===== src/rtl/cmc_pkg.sv =====
package cmc_pkg;

    typedef enum logic [1:0] {
        MODE_RUN  = 2'b00,
        MODE_WAIT = 2'b01,
        MODE_STOP = 2'b10,
        MODE_STAB = 2'b11
    } mode_e;

    typedef struct packed {
        logic enter_stop;
        logic enter_idle;
        logic stop_wake;
        logic idle_wake;
    } evt_t;

    function automatic int unsigned stab_cycles(int unsigned pre_w,
                                                int unsigned load_a,
                                                int unsigned load_b);
        return (load_a + 1) * (load_b + 1) * (32'd1 << pre_w);
    endfunction

endpackage


===== src/rtl/cmc_prescale.sv =====
module cmc_prescale #(
    parameter int PRE_W = 4
) (
    input  logic clk,
    input  logic clear,
    output logic tick
);
    logic [PRE_W-1:0] pre_q;

    always_ff @(posedge clk) begin
        if (clear) pre_q <= '0;
        else       pre_q <= pre_q + 1'b1;
    end

    assign tick = !clear && (&pre_q);
endmodule


===== src/rtl/cmc_stab_chain.sv =====
module cmc_stab_chain #(
    parameter int TW     = 8,
    parameter int LOAD_A = 255,
    parameter int LOAD_B = 7
) (
    input  logic clk,
    input  logic load,
    input  logic tick,
    output logic done
);
    localparam int N_STG = 2;

    logic [N_STG:0] borrow;
    assign borrow[0] = tick;

    for (genvar g = 0; g < N_STG; g++) begin : g_stage
        localparam logic [TW-1:0] LD = (g == 0) ? TW'(LOAD_A) : TW'(LOAD_B);
        logic [TW-1:0] cnt_q;

        always_ff @(posedge clk) begin
            if (load)
                cnt_q <= LD;
            else if (borrow[g])
                cnt_q <= (cnt_q == '0) ? LD : cnt_q - 1'b1;
        end

        assign borrow[g+1] = borrow[g] && (cnt_q == '0);
    end

    assign done = borrow[N_STG];
endmodule


===== src/rtl/cmc_mode_fsm.sv =====
module cmc_mode_fsm
    import cmc_pkg::*;
(
    input  logic  clk,
    input  logic  rst,
    input  evt_t  ev,
    input  logic  stab_done,
    output mode_e mode_q,
    output mode_e mode_d
);
    always_comb begin
        mode_d = mode_q;
        unique case (mode_q)
            MODE_RUN: begin
                if (ev.enter_stop)      mode_d = MODE_STOP;
                else if (ev.enter_idle) mode_d = MODE_WAIT;
            end
            MODE_WAIT: if (ev.idle_wake) mode_d = MODE_RUN;
            MODE_STOP: if (ev.stop_wake) mode_d = MODE_STAB;
            MODE_STAB: if (stab_done)    mode_d = MODE_RUN;
            default:   mode_d = MODE_RUN;
        endcase
    end

    always_ff @(posedge clk) begin
        if (rst) mode_q <= MODE_RUN;
        else     mode_q <= mode_d;
    end

    // stop exits only into settling
    a_r7_stop_exit: assert property (@(posedge clk) disable iff (rst)
        mode_q == MODE_STOP |=> (mode_q == MODE_STOP || mode_q == MODE_STAB));

    // settling never returns to stop or wait
    a_r9_stab_exit: assert property (@(posedge clk) disable iff (rst)
        mode_q == MODE_STAB |=> (mode_q == MODE_STAB || mode_q == MODE_RUN));
endmodule


===== src/rtl/cmc_phi_gate.sv =====
module cmc_phi_gate (
    input  logic clk,
    input  logic rst,
    input  logic open_d,
    output logic phi
);
    always_ff @(posedge clk) begin
        if (rst)         phi <= 1'b1;
        else if (open_d) phi <= ~phi;
        else             phi <= 1'b1;
    end
endmodule


===== src/rtl/clk_mode_ctrl.sv =====
module clk_mode_ctrl
    import cmc_pkg::*;
#(
    parameter int               N_SRC     = 8,
    parameter logic [N_SRC-1:0] WAKE_MASK = 8'b0011_0101,
    parameter int               TW        = 8,
    parameter int               LOAD_A    = 255,
    parameter int               LOAD_B    = 7,
    parameter int               PRE_W     = 4
) (
    input  logic             clk,
    input  logic             rst,
    input  logic             stop_req,
    input  logic             wait_req,
    input  logic             ext_irq,
    input  logic [N_SRC-1:0] irq_src,
    input  logic             irq_dis,
    output logic             osc_en,
    output logic             phi,
    output logic [1:0]       status
);
    localparam int unsigned DELAY = stab_cycles(PRE_W, LOAD_A, LOAD_B);

    evt_t  ev;
    mode_e mode_q, mode_d;
    logic  in_stab, tick, stab_done;

    always_comb begin
        ev.enter_stop = stop_req;
        ev.enter_idle = wait_req;
        ev.stop_wake  = ext_irq && !irq_dis;
        ev.idle_wake  = (ext_irq || (|(irq_src & WAKE_MASK))) && !irq_dis;
    end

    assign in_stab = (mode_q == MODE_STAB);

    cmc_prescale #(.PRE_W(PRE_W)) u_pre (
        .clk   (clk),
        .clear (rst || !in_stab),
        .tick  (tick)
    );

    cmc_stab_chain #(.TW(TW), .LOAD_A(LOAD_A), .LOAD_B(LOAD_B)) u_chain (
        .clk  (clk),
        .load (rst || !in_stab),
        .tick (tick),
        .done (stab_done)
    );

    cmc_mode_fsm u_fsm (
        .clk       (clk),
        .rst       (rst),
        .ev        (ev),
        .stab_done (stab_done),
        .mode_q    (mode_q),
        .mode_d    (mode_d)
    );

    cmc_phi_gate u_gate (
        .clk    (clk),
        .rst    (rst),
        .open_d (mode_d == MODE_RUN),
        .phi    (phi)
    );

    assign osc_en = (mode_q != MODE_STOP);
    assign status = mode_q;

    // settling-length monitor for R8
    int unsigned stab_len;
    always_ff @(posedge clk) begin
        if (rst || !in_stab) stab_len <= 0;
        else                 stab_len <= stab_len + 1;
    end

    a_r1_reset_state: assert property (@(posedge clk)
        rst |=> (status == 2'b00 && osc_en && phi));

    a_r2_phi_toggles: assert property (@(posedge clk) disable iff (rst)
        (mode_q == MODE_RUN && !$past(rst)) |-> phi != $past(phi));

    a_r3_phi_parked: assert property (@(posedge clk) disable iff (rst)
        mode_q != MODE_RUN |-> phi);

    a_r4_osc_off_cause: assert property (@(posedge clk) disable iff (rst)
        $fell(osc_en) |-> $past(stop_req));

    a_r6_wait_hold: assert property (@(posedge clk) disable iff (rst)
        (mode_q == MODE_WAIT && (irq_dis || !(ext_irq || (|(irq_src & WAKE_MASK)))))
        |=> mode_q == MODE_WAIT);

    a_r7_stop_hold: assert property (@(posedge clk) disable iff (rst)
        (mode_q == MODE_STOP && !(ext_irq && !irq_dis)) |=> mode_q == MODE_STOP);

    a_r8_stab_length: assert property (@(posedge clk) disable iff (rst)
        (in_stab && mode_d == MODE_RUN) |-> stab_len == DELAY - 1);
endmodule


===== config.mk =====
export PLATFORM = sky130hd
export DESIGN_NAME = clk_mode_ctrl
export DESIGN_NICKNAME = d
export VERILOG_FILES = /design/src/rtl/cmc_pkg.sv /design/src/rtl/cmc_prescale.sv /design/src/rtl/cmc_stab_chain.sv /design/src/rtl/cmc_mode_fsm.sv /design/src/rtl/cmc_phi_gate.sv /design/src/rtl/clk_mode_ctrl.sv
export SDC_FILE = /design/constraint.sdc
export NUM_CORES = 1
export LEC_CHECK = 0
export CORE_ASPECT_RATIO = 0.7
export CORE_MARGIN = 1
export CORE_UTILIZATION = 56
export CTS_CLUSTER_SIZE = 30
export DETAILED_ROUTE_END_ITERATION = 8
export PLACE_DENSITY_LB_ADDON = 0.12
export SLEW_MARGIN = 20
export SYNTH_ARGS = -nofsm -noshare
export SYNTH_HDL_FRONTEND = slang
export SYNTH_SLANG_ARGS = --single-unit

===== constraint.sdc =====
create_clock -name clk -period 6.35 [get_ports clk]
set_input_delay 1.27 -clock clk [delete_from_list [all_inputs] [get_ports clk]]
set_output_delay 1.27 -clock clk [all_outputs]
set_load 0.005 [all_outputs]

==> summary.md <==
| Metric | Value |
|---|---|
| Status | completed |
| Share of the synthesized area in the top cell type | 40.3% |
| Number of synthesized flops with an enable pin | 0 |
| Clock-pin slew on the worst setup and hold paths | 0.12 ns |
| Commonest non-fill, non-tap cells in the layout | dfxtp_1, clkdlybuf4s50_1, nor2_1 |
| Maximum root-to-sink buffer count | 2 |
| Type of destination of the critical path | flip-flop |
| Largest family of logic cells by synthesized area | simple AND/OR/NAND/NOR gates |
| Antenna violations before repair | 0 |
| XOR/XNOR Fraction of Synth Area | 6.13% |
| IO Count | 18 |
| Final WL | 2.32 mm |
| Maxcap violations | 0 |
| Setup_tns | 0 ns |
| Sequential Power Share | 64.0% |
| Root Driver | clkbuf_4 |
| Hold buffers post-CTS | 0 |
| Setup CP Type | input pin to flip-flop |
| Vias in the first global route | 875 |
| Later-pin clock latency in the skew report | 0.30 ns |
| Worst R2R End | u_chain.g_stage[1].cnt_q[2] |
| Highest Signal Layer | met4 |
| Final hold vios | 0 |
| Period utilisation layout | 45.1% |
| Worst Hold End | u_pre.pre_q[0] |
| Cell Pwr Density | 178 mW/mm^2 |
| Worst-case reg-to-reg path depth | 5 |
| # rows | 13 |
| Peak supply drop | 0.000210 V |
| Max-slew violations | 0 |
| Initial Util | 60.5% |
| Vias per cell | 6.01 |
| Clock power frac | 28.0% |
| Comb pwr share | 8.0% |
| Post-synthesis simple-gate area fraction | 31.9% |
| Number of fillers in the final layout | 154 |
| Internal power | 182 uW |
| Num CTS Buffers | 3 |
| CTS tree | built |
| Tot GR Track Use | 23.7% |
| Startpoint Class | input pin |
| Synth top area cells | dfxtp_1, ha_1, nor2_1 |
| Post-synthesis mux area share | 0% |
| CORE AREA | 0.00189 sq mm |
| YS warnings | 0 |
| Drt wl/cell | 14.0 microns |
| Die span in x | 56.0 microns |
| Worst-Margin Slew | 0.796 ns |
| Post-CTS sizing | 0 |
| Synth Area in Compound Gates | 13.3% |
| Area growth syn-to-layout | 14.5% |
| Hold crit path type | flip-flop to flip-flop |
| Sw power | 51.0 uW |
| Commonest non-fill, non-tap cell in the layout | dfxtp_1 |
| NumNets Final | 162 |
| Unrepaired setup endpoints after global routing | no |
| Global route total overflow | 0 |
| Worst Hold Depth | 1 |
| # port buffers | 13 |
| Pin count of the biggest net entering global routing | 15 |
| Die Y | 39.8 microns |
| FF-to-FF Start | u_pre.pre_q[0] |
| Yosys reg bits | 23 |
| Initial DRT Pass Iterations | 4 |
| Final antenna-violating net count | 0 |
| Synth Instances | 131 |
| Share of cells above drive strength 1 | 5.59% |
| Reg2Reg Setup Slack | 4.09 ns |
| First-pass GRT wire length | 3.87 mm |
| Post-synthesis net count | 149 |
| Maximum clock rate | 0.350 GHz |
| DR vias | 992 |
| Met1 WL | 1.17 mm |
| Seq/Total Area, Yosys | 40.3% |
| Initial DRC count | 28 |
| Worst Skew | 0.00421 ns |
| Register area | 460 sq um |
| WP data required | 6.60 ns |
| Synth Area in Adders | 4.38% |
| Final GP Congestion | 0.849 |
| Final setup fails | 0 |
| Metal3 WL | 110 microns |
| HPWL Detailed | 1.69 mm |
| Crit Path Max Fanout | 14 |
| Prevailing post-synth register cell | dfxtp_1 |
| Worst slew margin | 46.5% |
| WHS | 0.464 ns |
| Mean area per synthesized cell | 8.72 sq um |
| Diodes inserted | 0 |
| Static leakage | 0.000485 uW |
| Post-CTS setup buffer count | 0 |
| Async SR Flop Fraction | 0% |
| Met2 wire len | 1.02 mm |
| # DRC | 0 |
| Post-Syn Area | 0.00114 sq mm |
| Yosys cell types | 37 |
| Final min period | 2.86 ns |
| Die Area | 0.00223 sq mm |
| Clock tree sinks | 23 |
| Yosys top cell by area | dfxtp_1 |
| Sw Ratio | 21.9% |
| CP arrival | 3.11 ns |
| Hold Startpoint | u_pre.pre_q[0] |
| H-tree depth | 1 |
| Area taken by multi-input logic gates | 636 sq um |
-- cell families (layout without fill, tap and decap cells) --
logic type / after synthesis / count (layout)
flip-flops: 23 / 23
XOR/XNOR: 8 / 8
AND/OR/NAND/NOR: 61 / 61
buffers and inverters: 12 / 24
AO/OA/AOI/OAI: 23 / 23
adder cells (fa/ha/maj): 4 / 4
-- per-layer routing --
metal | vias up | track usage [%]
met1 | 456 | 29.4
met4 | 0 | 5.49
met2 | 27 | 40.8
met5 | - | 0
li1 | 507 | -
met3 | 2 | 7.92
-- power groups by stage --
stage               clock [uW]  sequential [uW]  combinational (uW)
CTS                       70.2              149                18.7
finish                    65.1              149                18.7
detailed placement           0              152                18.6
global route              76.6              150                20.3
floorplan                    0              151                7.88
global placement             0              152                18.2
-- worst max-delay path: stages --
cell and delay [ns]:
clkdlybuf4s50_1 0.51, nand3b_1 0.53, or4_1 0.64, a21oi_1 0.15
-- Yosys cell counts, types with 2 or more instances --
| master | count |
|---|---|
| ha_1 | 4 |
| nand4_1 | 2 |
| nor4b_1 | 2 |
| o31ai_1 | 2 |
| or3_1 | 4 |
| o41ai_1 | 3 |
| or4_4 | 2 |
| nand2_1 | 8 |
| nand4b_1 | 3 |
| nor2b_1 | 2 |
| o211ai_1 | 2 |
| clkbuf_1 | 4 |
| xnor2_1 | 4 |
| and3_1 | 2 |
| xor2_1 | 4 |
| a21oi_1 | 7 |
| nor2_1 | 11 |
| or4_1 | 5 |
| nor3_1 | 6 |
| nand2b_1 | 3 |
| o21ai_0 | 3 |
| nand3_1 | 5 |
| inv_1 | 7 |
| dfxtp_1 | 23 |
-- metrics by stage --
stage          setup slack (ns)  cells  total power (uW)  cell area, sq um  utilization (%)
2_1_floorplan              4.02    131               159              1140                -
3_3_place_gp               3.26    161               170              1280             67.8
3_5_place_dp               3.18    161               171              1280             67.8
4_1_cts                    3.50    165               238              1310             69.3
5_1_grt                    3.41    165               247              1310             69.3
6_report                   3.49    165               233              1310             69.3
-- cell type report --
| type | count | share of cell area, % |
|---|---|---|
| Sequential cell | 23 | 35.2 |
| Clock inverter | 1 | 0.383 |
| Timing Repair Buffer | 13 | 9.95 |
| Multi-Input combinational cell | 96 | 48.6 |
| Tap cell | 22 | 2.11 |
| Inverter | 7 | 2.01 |
| Clock buffer | 3 | 1.72 |
-- state kept, by name, summed over array words and instances, names as in the netlist --
signal                 flops
u_pre.pre_q                4
u_fsm.mode_q               2
u_gate.phi                 1
u_chain.g_stage.cnt_q     16
-- how the worst max path moves through the flow --
stage	to	slack (ns)	from	cells after the start
detailed placement	u_chain.g_stage[1].cnt_q[3]	3.18	rst	4
finish	u_chain.g_stage[1].cnt_q[3]	3.49	rst	4
global placement	u_chain.g_stage[0].cnt_q[7]	3.26	rst	5
CTS	u_chain.g_stage[1].cnt_q[3]	3.50	rst	4
global route	u_chain.g_stage[0].cnt_q[7]	3.41	rst	5
floorplan	u_chain.g_stage[0].cnt_q[3]	4.02	rst	6
No activity file was read; power rests on OpenSTA's default activity.
